<file path="config.mk">
export PLATFORM = sky130hd
export DESIGN_NAME = i2c_slave_rx
export DESIGN_NICKNAME = d
export VERILOG_FILES = /design/src/rtl/i2c_slave_rx_pkg.sv /design/src/rtl/i2c_slave_rx_dp.sv /design/src/rtl/i2c_slave_rx_ctl.sv /design/src/rtl/i2c_slave_rx.sv
export SDC_FILE = /design/constraint.sdc
export NUM_CORES = 1
export LEC_CHECK = 0
export ABC_AREA = 1
export BUFFER_PORTS_ARGS = -buffer_cell sky130_fd_sc_hd__clkbuf_2
export CAP_MARGIN = 10
export CORE_ASPECT_RATIO = 1.2
export CORE_MARGIN = 5
export CORE_UTILIZATION = 51
export CTS_CLUSTER_SIZE = 16
export DETAILED_ROUTE_END_ITERATION = 8
export PLACE_DENSITY = 0.76
export SYNTH_ARGS = -nofsm -noshare
export SYNTH_HDL_FRONTEND = slang
export SYNTH_SLANG_ARGS = --single-unit
</file>
<file path="constraint.sdc">
create_clock -name clk -period 1.4 [get_ports clk]
set_input_delay 0.14 -clock clk [delete_from_list [all_inputs] [get_ports clk]]
set_output_delay 0.14 -clock clk [all_outputs]
set_load 0.01 [all_outputs]
</file>
<file path="src/rtl/i2c_slave_rx_pkg.sv">
package i2c_slave_rx_pkg;

  typedef enum logic [2:0] {
    ST_IDLE,
    ST_ADDR,
    ST_ADDR_ACK,
    ST_ADDR_HOLD,
    ST_DATA,
    ST_DATA_HOLD,
    ST_DATA_ACK,
    ST_IGNORE
  } rxState_t;

  // strobes from control to datapath
  typedef struct packed {
    logic clrBits;
    logic shiftEn;
    logic loadData;
    logic latchAddr;
  } dpCtl_t;

  // events from datapath to control
  typedef struct packed {
    logic startDet;
    logic stopDet;
    logic sclFall;
    logic byteFull;
    logic addrHit;
  } dpStat_t;

endpackage

</file>
<file path="src/rtl/i2c_slave_rx_dp.sv">
module i2c_slave_rx_dp
  import i2c_slave_rx_pkg::*;
#(
  parameter int DATA_W      = 8,
  parameter int SYNC_STAGES = 2
) (
  input  logic              clk,
  input  logic              rstN,
  input  logic              sclIn,
  input  logic              sdaIn,
  input  logic [DATA_W-2:0] ownAddr,
  input  dpCtl_t            ctl,
  output dpStat_t           stat,
  output logic [DATA_W-1:0] rxData,
  output logic [DATA_W-2:0] matchedAddr,
  output logic              dirBit
);

  localparam int CNT_W = $clog2(DATA_W + 1);
  localparam logic [CNT_W-1:0] CNT_FULL = CNT_W'(DATA_W);

  logic [SYNC_STAGES-1:0] sclSync, sdaSync;
  logic sclQ, sdaQ;
  logic sclS, sdaS;
  logic sclRise;
  logic [DATA_W-1:0] shiftReg;
  logic [CNT_W-1:0]  bitCnt;

  // synchronizer chains, idle-high
  always_ff @(posedge clk or negedge rstN) begin
    if (!rstN) begin
      sclSync <= '1;
      sdaSync <= '1;
      sclQ    <= 1'b1;
      sdaQ    <= 1'b1;
    end else begin
      sclSync <= {sclSync[SYNC_STAGES-2:0], sclIn};
      sdaSync <= {sdaSync[SYNC_STAGES-2:0], sdaIn};
      sclQ    <= sclSync[SYNC_STAGES-1];
      sdaQ    <= sdaSync[SYNC_STAGES-1];
    end
  end

  assign sclS    = sclSync[SYNC_STAGES-1];
  assign sdaS    = sdaSync[SYNC_STAGES-1];
  assign sclRise = !sclQ && sclS;

  assign stat.startDet = sclQ && sclS && sdaQ && !sdaS;
  assign stat.stopDet  = sclQ && sclS && !sdaQ && sdaS;
  assign stat.sclFall  = sclQ && !sclS;
  assign stat.byteFull = (bitCnt == CNT_FULL);
  assign stat.addrHit  = (shiftReg[DATA_W-1:1] == ownAddr);

  // bit shifter and counter
  always_ff @(posedge clk or negedge rstN) begin
    if (!rstN) begin
      shiftReg <= '0;
      bitCnt   <= '0;
    end else if (ctl.clrBits) begin
      bitCnt   <= '0;
    end else if (ctl.shiftEn && sclRise && !stat.byteFull) begin
      shiftReg <= {shiftReg[DATA_W-2:0], sdaS};
      bitCnt   <= bitCnt + 1'b1;
    end
  end

  // software-visible holding registers
  always_ff @(posedge clk or negedge rstN) begin
    if (!rstN) begin
      rxData      <= '0;
      matchedAddr <= '0;
      dirBit      <= 1'b0;
    end else begin
      if (ctl.loadData) rxData <= shiftReg;
      if (ctl.latchAddr) begin
        matchedAddr <= shiftReg[DATA_W-1:1];
        dirBit      <= shiftReg[0];
      end
    end
  end

endmodule

</file>
<file path="src/rtl/i2c_slave_rx_ctl.sv">
module i2c_slave_rx_ctl
  import i2c_slave_rx_pkg::*;
(
  input  logic    clk,
  input  logic    rstN,
  input  dpStat_t stat,
  input  logic    stretchOff,
  input  logic    addrFlagClr,
  input  logic    dataRead,
  input  logic    stopFlagClr,
  output dpCtl_t  ctl,
  output logic    sdaLowEn,
  output logic    sclLowEn,
  output logic    addrFlag,
  output logic    bufFull,
  output logic    stopFlag
);

  rxState_t state, stateNxt;
  logic sdaNxt, sclNxt;
  logic setAddr, setBuf, setStop;
  logic addressed;

  assign addressed = (state == ST_ADDR_ACK) || (state == ST_ADDR_HOLD) ||
                     (state == ST_DATA) || (state == ST_DATA_HOLD) ||
                     (state == ST_DATA_ACK);

  always_comb begin
    stateNxt    = state;
    ctl         = '0;
    ctl.shiftEn = (state == ST_ADDR) || (state == ST_DATA);
    sdaNxt      = sdaLowEn;
    sclNxt      = sclLowEn;
    setAddr     = 1'b0;
    setBuf      = 1'b0;
    setStop     = 1'b0;
    if (stat.stopDet) begin
      stateNxt = ST_IDLE;
      sdaNxt   = 1'b0;
      sclNxt   = 1'b0;
      setStop  = addressed;
    end else if (stat.startDet) begin
      stateNxt    = ST_ADDR;
      ctl.clrBits = 1'b1;
      sdaNxt      = 1'b0;
      sclNxt      = 1'b0;
    end else begin
      unique case (state)
        ST_ADDR: if (stat.sclFall && stat.byteFull) begin
          if (stat.addrHit) begin
            ctl.latchAddr = 1'b1;
            setAddr       = 1'b1;
            sdaNxt        = 1'b1;
            stateNxt      = ST_ADDR_ACK;
          end else begin
            stateNxt = ST_IGNORE;
          end
        end
        ST_ADDR_ACK: if (stat.sclFall) begin
          sdaNxt      = 1'b0;
          ctl.clrBits = 1'b1;
          if (!stretchOff && addrFlag && !addrFlagClr) begin
            sclNxt   = 1'b1;
            stateNxt = ST_ADDR_HOLD;
          end else begin
            stateNxt = ST_DATA;
          end
        end
        ST_ADDR_HOLD: if (addrFlagClr) begin
          sclNxt   = 1'b0;
          stateNxt = ST_DATA;
        end
        ST_DATA: if (stat.sclFall && stat.byteFull) begin
          if (bufFull && !dataRead && !stretchOff) begin
            sclNxt   = 1'b1;
            stateNxt = ST_DATA_HOLD;
          end else begin
            ctl.loadData = 1'b1;
            setBuf       = 1'b1;
            sdaNxt       = 1'b1;
            stateNxt     = ST_DATA_ACK;
          end
        end
        ST_DATA_HOLD: if (dataRead) begin
          // ACK set up while SCL is still held; release one clock later
          ctl.loadData = 1'b1;
          setBuf       = 1'b1;
          sdaNxt       = 1'b1;
          stateNxt     = ST_DATA_ACK;
        end
        ST_DATA_ACK: begin
          if (sclLowEn) sclNxt = 1'b0;
          if (stat.sclFall) begin
            sdaNxt      = 1'b0;
            ctl.clrBits = 1'b1;
            stateNxt    = ST_DATA;
          end
        end
        default: ;
      endcase
    end
  end

  always_ff @(posedge clk or negedge rstN) begin
    if (!rstN) begin
      state    <= ST_IDLE;
      sdaLowEn <= 1'b0;
      sclLowEn <= 1'b0;
      addrFlag <= 1'b0;
      bufFull  <= 1'b0;
      stopFlag <= 1'b0;
    end else begin
      state    <= stateNxt;
      sdaLowEn <= sdaNxt;
      sclLowEn <= sclNxt;
      if (setAddr)          addrFlag <= 1'b1;
      else if (addrFlagClr) addrFlag <= 1'b0;
      if (setBuf)           bufFull  <= 1'b1;
      else if (dataRead)    bufFull  <= 1'b0;
      if (setStop)          stopFlag <= 1'b1;
      else if (stopFlagClr) stopFlag <= 1'b0;
    end
  end

endmodule

</file>
<file path="src/rtl/i2c_slave_rx.sv">
module i2c_slave_rx
  import i2c_slave_rx_pkg::*;
#(
  parameter int DATA_W      = 8,
  parameter int SYNC_STAGES = 2,
  localparam int ADDR_W     = DATA_W - 1
) (
  input  logic              clk,
  input  logic              rstN,
  input  logic              sclIn,
  input  logic              sdaIn,
  input  logic [ADDR_W-1:0] ownAddr,
  input  logic              stretchOff,
  input  logic              addrFlagClr,
  input  logic              dataRead,
  input  logic              stopFlagClr,
  output logic              sclLowEn,
  output logic              sdaLowEn,
  output logic              addrFlag,
  output logic [ADDR_W-1:0] matchedAddr,
  output logic              dirBit,
  output logic              bufFull,
  output logic [DATA_W-1:0] rxData,
  output logic              stopFlag
);

  dpCtl_t  ctl;
  dpStat_t stat;

  i2c_slave_rx_dp #(.DATA_W(DATA_W), .SYNC_STAGES(SYNC_STAGES)) u_dp (
    .clk(clk), .rstN(rstN), .sclIn(sclIn), .sdaIn(sdaIn), .ownAddr(ownAddr),
    .ctl(ctl), .stat(stat), .rxData(rxData), .matchedAddr(matchedAddr),
    .dirBit(dirBit)
  );

  i2c_slave_rx_ctl u_ctl (
    .clk(clk), .rstN(rstN), .stat(stat), .stretchOff(stretchOff),
    .addrFlagClr(addrFlagClr), .dataRead(dataRead), .stopFlagClr(stopFlagClr),
    .ctl(ctl), .sdaLowEn(sdaLowEn), .sclLowEn(sclLowEn), .addrFlag(addrFlag),
    .bufFull(bufFull), .stopFlag(stopFlag)
  );

endmodule

</file>
### After elaboration in Yosys (flattened, before gate mapping)

Cells that the tools add are included.

* $add $sub $neg: 1
* equal/unequal tests: 19
* multiplexer cells: 54
* bitwise gates (word level): 1
* reductions and logical operators: 39

Operator list (count)
* $mux 1: 35
* $ne 4x4->1 const B: 8
* $mux 3: 10
* $pmux 3 s6: 1
* $logic_and 1x1->1: 14
* $reduce_and 7->1: 2
* $reduce_bool 6->1: 2
* $eq 3x3->1 const B: 3
* $logic_not 1->1: 8
* $mux 4: 2
* $ne 4x3->1 const B: 2
* $pmux 1 s4: 2
* $reduce_bool 2->1: 4
* $reduce_bool 8->1: 1
* $eq 7x7->1: 1
* $eq 3x2->1 const B: 2
* $mux 2: 3
* $reduce_and 6->1: 1
* $logic_or 1x1->1: 5
* $add 4x1->4 const B: 1
* $eq 4x4->1 const B: 1
* $ne 4x1->1 const B: 1
* $eq 3x1->1 const B: 1
* $pmux 1 s2: 1
* 3 further kinds: 3

* register bits after elaboration: 42
* bits of input ports: 15
* output and inout port bits: 21
* word-level logic and storage cells: 129

### Longest topological paths before layout

* depth after elaboration: 9
* depth in mapped cells: 13
* mapped depth without buffers: 13

### Cells and area by module

Synthesis repeated with hierarchy kept, for this count alone.

* cell total of the unflattened synthesis: 248
* area, all modules: 2225.9 um2

By module, submodules not included
* i2c_slave_rx_dp: instances 1, cells an instance 128, area an instance 1451.4 um2, seq. area each 858.3 um2
* i2c_slave_rx_ctl: instances 1, cells an instance 120, area an instance 774.5 um2, seq. area each 200.2 um2

### Least setup slack after synthesis

Ideal clock, no wire load.

* kind: register to register
* start point: register u_dp.sdaSync[1]
* end point: register u_ctl.bufFull
* setup time: 0.120 ns
* arrival: 1.351 ns
* required time: 1.280 ns
* setup slack: -0.071 ns
* cell stages (with the launch flop): 9
* buffers on the path: 1
* clock period less this slack: 1.471 ns
* cell sequence: dfstp_2 > inv_1 > nor2_2 > nand2_2 > nand2_2 > inv_2 > a31oi_4 > buf_8 > nand2_1

* longest elaborated chain between the ends: 5
* elaborated cells between the ends (all ways): 7
* those cells by class: mux: 3; reduce/logical: 4

Ends and longest elaborated chain
* from (decl): line i2c_slave_rx_dp.sv:22 `logic [SYNC_STAGES-1:0] sclSync, sdaSync;`
* from (signal assigned): line i2c_slave_rx_dp.sv:38 `sdaSync <= {sdaSync[SYNC_STAGES-2:0], sdaIn};`
* $logic_not 1->1: line i2c_slave_rx_dp.sv:48 `assign stat.startDet = sclQ && sclS && sdaQ && !sdaS;`
* $logic_and 1x1->1: line i2c_slave_rx_dp.sv:48
* $mux 1: line i2c_slave_rx_ctl.sv:42 `end else if (stat.startDet) begin`
* $mux 1 (*): line i2c_slave_rx_ctl.sv:37 `if (stat.stopDet) begin`
* $mux 1 / $reduce_bool 2->1 (equally long branches)
* to (signal assigned): line i2c_slave_rx_ctl.sv:110 `bufFull <= 1'b0;`
* to (signal assigned): line i2c_slave_rx_ctl.sv:118 `if (setBuf) bufFull <= 1'b1;`
* to (signal assigned): line i2c_slave_rx_ctl.sv:119 `else if (dataRead) bufFull <= 1'b0;`
* to (decl): line i2c_slave_rx_ctl.sv:15 `output logic bufFull,`

Every way passes the cells marked *; elsewhere a longest branch is shown, timed or not.
A chain may end at the register's enable or synchronous reset.

### Worst setup path after layout

* start point: register u_dp.sclSync[1]
* end point: register u_ctl.sdaLowEn

* longest elaborated chain between the ends: 5
* elaborated cells between the ends (all ways): 18
* those cells by class: eq/ne: 6; mux: 2; reduce/logical: 10

Ends and longest elaborated chain
* from (decl): line i2c_slave_rx_dp.sv:22
* from (signal assigned): line i2c_slave_rx_dp.sv:37 `sclSync <= {sclSync[SYNC_STAGES-2:0], sclIn};`
* $logic_and 1x1->1 / $logic_not 1->1 (equally long branches): line i2c_slave_rx_dp.sv:48, i2c_slave_rx_dp.sv:49, i2c_slave_rx_dp.sv:50
* $logic_and 1x1->1, on equally long branches: line i2c_slave_rx_dp.sv:49, i2c_slave_rx_dp.sv:48, i2c_slave_rx_dp.sv:50
* $logic_and 1x1->1, on equally long branches
* $ne 4x4->1 (no source line) (tied with other cells)
* $reduce_and 7->1 (no source line) / $mux 1 (equally long branches)
* to (signal assigned): line i2c_slave_rx_ctl.sv:114 `sdaLowEn <= sdaNxt;`
* to (decl): line i2c_slave_rx_ctl.sv:12 `output logic sdaLowEn,`

Several ways; a longest one is shown, not always the timed one.

==> flow_summary_export.csv <==
group,metric,value,unit
timing,report.final.slew_viol_count,0,
clock_network,cts.sinks,42,
clock_network,clockRootBuffer,"clkbuf_8",
logic_synthesis,syn_inst,281,
clock_network,clockBufferDepth,2,
logic_synthesis,ys_async_sr_fraction,1.00,
pwr,swShare,0.393,
job,drv_cap,0,
global_route,grt_pass1_wl,9.16,mm
worst_setup_path,critical_path_arrival,1790,ps
logic_synthesis,yosysWarnings,0,
pwr,p_leak,1.72,nW
timing,fin_ws,-160,ps
logic_synthesis,netlist_area,0.00226,mm2
timing,final.period_utilization,1.11,
place,gp_congestion,0.942,
worst_setup_path,cp_slowest_cell,"dfstp_2",
floorplan,io_pins,36,
logic_synthesis,synth-seq-cells,42,
timing,max-slew-margin-rel,0.829,
timing,grt_setup_unrepaired,"yes",
worst_setup_path,rrSetupSlack,-160,ps
global_route,gr-total-overflow,0,
worst_hold_path,hold_class,"in -> reg",
worst_setup_path,critPathMaxStageDelay,560,ps
place,dp_hpwl,3.77,mm
drt,routed_wl,5.65,mm
clock_network,clk_pin_slew,80,ps
timing,fin_skew,9.58,ps
drt,dr.first_iter.drc_count,94,
layout,area_growth,43.0,%
worst_setup_path,critPathMaxFanout,4,
floorplan,die_area,0.00586,mm2
logic_synthesis,synth_edf_count,0,
worst_setup_path,path_common_cell,"nand2_1",
global_route,grt_max_degree,43,
place,place_ws,-167,ps
logic_synthesis,synth-main-ff-cell,"dfrtp_1",
pwr,clockPowerShare,0.172,
worst_setup_path,cp-startpoint,"u_dp.sclSync[1]",
logic_synthesis,ys_types,30,
pwr,combPwrFrac,0.517,
logic_synthesis,syn_nets,298,
run_status,violations,"negative setup slack",
floorplan,die_y,82.9,um
worst_setup_path,crit_cells,11,
pwr,ir_worst_vdd,982,uV
drt,dr.pass1.iters,4,
drt,wl_per_cell,13.2,um
layout,finalNetCount,389,
logic_synthesis,syn_area_per_cell,8.03,um2
floorplan,dieWidth,70.7,um
pwr,internal_power,0.00343,W
worst_setup_path,path_class,"reg -> reg",
drt,viasPerCell,5.04,
layout,final_cell_mix,"nand2_1 (73), buf_4 (44), clkbuf_2 (35), dfrtp_1 (35), inv_1 (20)",
drt,drc,0,
logic_synthesis,yosysSeqAreaShare,0.469,
worst_setup_path,startpoint_type,"register",
timing,setup_viol,35,
worst_setup_path,path_delay_family,"simple AND/OR/NAND/NOR gates",
worst_hold_path,hold_path_depth,2,
drt,vias,2156,
layout,drive_above_1_share,0.495,
worst_setup_path,cp-endpoint,"u_ctl.sdaLowEn",
layout,final_common_cell,"nand2_1",
clock_network,htreeDepth,2,
global_route,grt_pass1_vias,2075,
pwr,p_sw,0.00222,W
timing,tightest_slew,255,ps
timing,fmax,641,MHz
worst_setup_path,crit_buf_inv,3,
worst_setup_path,ff2ff_path_depth,11,
drt,antenna_left,0,
place,port_buffers,35,
floorplan,fp-row-count,26,
worst_setup_path,cp-end-kind,"register",
floorplan,core-area,0.00426,mm2
pwr,pwr-share-seq,0.311,
worst_setup_path,cp.required,1630,ps
global_route,grt_usage,0.190,
worst_setup_path,rr_startpoint,"u_dp.sclSync[1]",
worst_setup_path,reg2reg_to,"u_ctl.sdaLowEn",
clock_network,cts_made_buffers,5,
floorplan,initial_core_util,0.529,
layout,antenna_cells,0,
timing,period_needed,1560,ps
global_route,antenna_found_initial,0,
clock_network,clk_latency,290,ps
timing,hold_viol_final,0,
run_status,outcome,"finished, violations left",
pwr,cellPowerDensity,1750,mW/mm2
timing,setup_tns,-3330,ps
clock_network,cts_tree,"built",
worst_setup_path,path_cells,"nand2_1, inv_2, nand2_4, nand2_4, buf_4, nor2_1, nand2_1, inv_1, nor2_1, nand3_1, nand2_1",
## synthesized netlist by cell type (2+ instances only)
master,instances,area [um2]
a21oi_1,2,10.0
buf_4,2,15.0
dfrtp_1,36,901
dfstp_2,6,158
ha_1,2,25.0
inv_1,25,93.8
inv_2,14,52.6
nand2_1,90,338
nand2_2,7,43.8
nand2_4,4,45.0
nand3_1,15,75.1
nor2_1,19,71.3
nor2_2,7,43.8
nor3_1,3,15.0
o21ai_0,12,60.1
o21ai_1,5,25.0
o21ai_2,16,140
o21bai_1,2,15.0
o22ai_1,2,12.5
xnor2_1,2,17.5
## cell type report
class | count | area [um2]
clock buffers | 6 | 82.6
clock inverters | 1 | 30.0
fillers | 307 | 1030
inverters | 39 | 151
multi-input cells | 197 | 1210
flip-flops and latches | 42 | 1060
well taps | 56 | 70.1
repair buffers | 87 | 627
## cells by family (layout without fill, tap and decap cells)
kind of cell             after synthesis  count (layout)  share of synthesized area
adder cells (fa/ha/maj)                2               2                     0.0111
AND/OR/NAND/NOR                      149             151                      0.295
XOR/XNOR                               3               3                     0.0116
flip-flops                            42              42                      0.469
buffers and inverters                 44             133                     0.0849
AO/OA/AOI/OAI                         41              41                      0.129
## power by group through the flow
stage               Sequential, W  Clock [W]  Combinational (W)
floorplan                 0.00176          0            0.00141
global placement          0.00173          0            0.00247
detailed placement        0.00175          0            0.00249
CTS                       0.00173   0.000995            0.00262
global route              0.00179    0.00105            0.00322
finish                    0.00175   0.000973            0.00292
## metal layers
metal / global-route usage / vias to the layer above / wire length [um]
met4: 0.0769 / 0 / 171
met2: 0.307 / 57 / 2810
met5: 0 / - / 0
met3: 0.0338 / 16 / 231
li1: - / 1070 / -
met1: 0.250 / 1013 / 2440
## registers in the layout, indices dropped and copies added (netlist names)
name and count:
u_ctl.addrFlag 1, u_ctl.bufFull 1, u_ctl.sclLowEn 1, u_ctl.sdaLowEn 1
u_ctl.state 3, u_ctl.stopFlag 1, u_dp.bitCnt 4, u_dp.dirBit 1
u_dp.matchedAddr 7, u_dp.rxData 8, u_dp.sclQ 1, u_dp.sclSync 2
u_dp.sdaQ 1, u_dp.sdaSync 2, u_dp.shiftReg 8
## timing repair
item / 4_1_cts / 5_1_grt
hold buffers: 3 / 0
hold endpoints to repair: 38 / 0
setup buffers: 3 / 4
cloned: 1 / 2
pin swaps: 9 / 16
setup endpoints to repair: 33 / 36
resized for setup: 20 / 40
## stage by stage
step / std cells / hold WS, ps / utilization / instance area (um2) / power (W)
CTS: 422 / 27.3 / 0.710 / 3030 / 0.00534
finish: 428 / 32.4 / 0.757 / 3230 / 0.00564
global placement: 408 / 134 / 0.656 / 2790 / 0.00420
detailed placement: 408 / 139 / 0.656 / 2790 / 0.00425
global route: 428 / 52.7 / 0.757 / 3230 / 0.00606
floorplan: 281 / -156 / - / 2260 / 0.00317
## how the worst min path moves through the flow
| stage | start | endpoint |
|---|---|---|
| floorplan | rstN | u_ctl.addrFlag |
| global placement | rstN | u_dp.matchedAddr[3] |
| detailed placement | rstN | u_dp.rxData[7] |
| CTS | stopFlagClr | u_ctl.stopFlag |
| global route | stopFlagClr | u_ctl.stopFlag |
| finish | stopFlagClr | u_ctl.stopFlag |
Power figures use the tool's default switching activity.
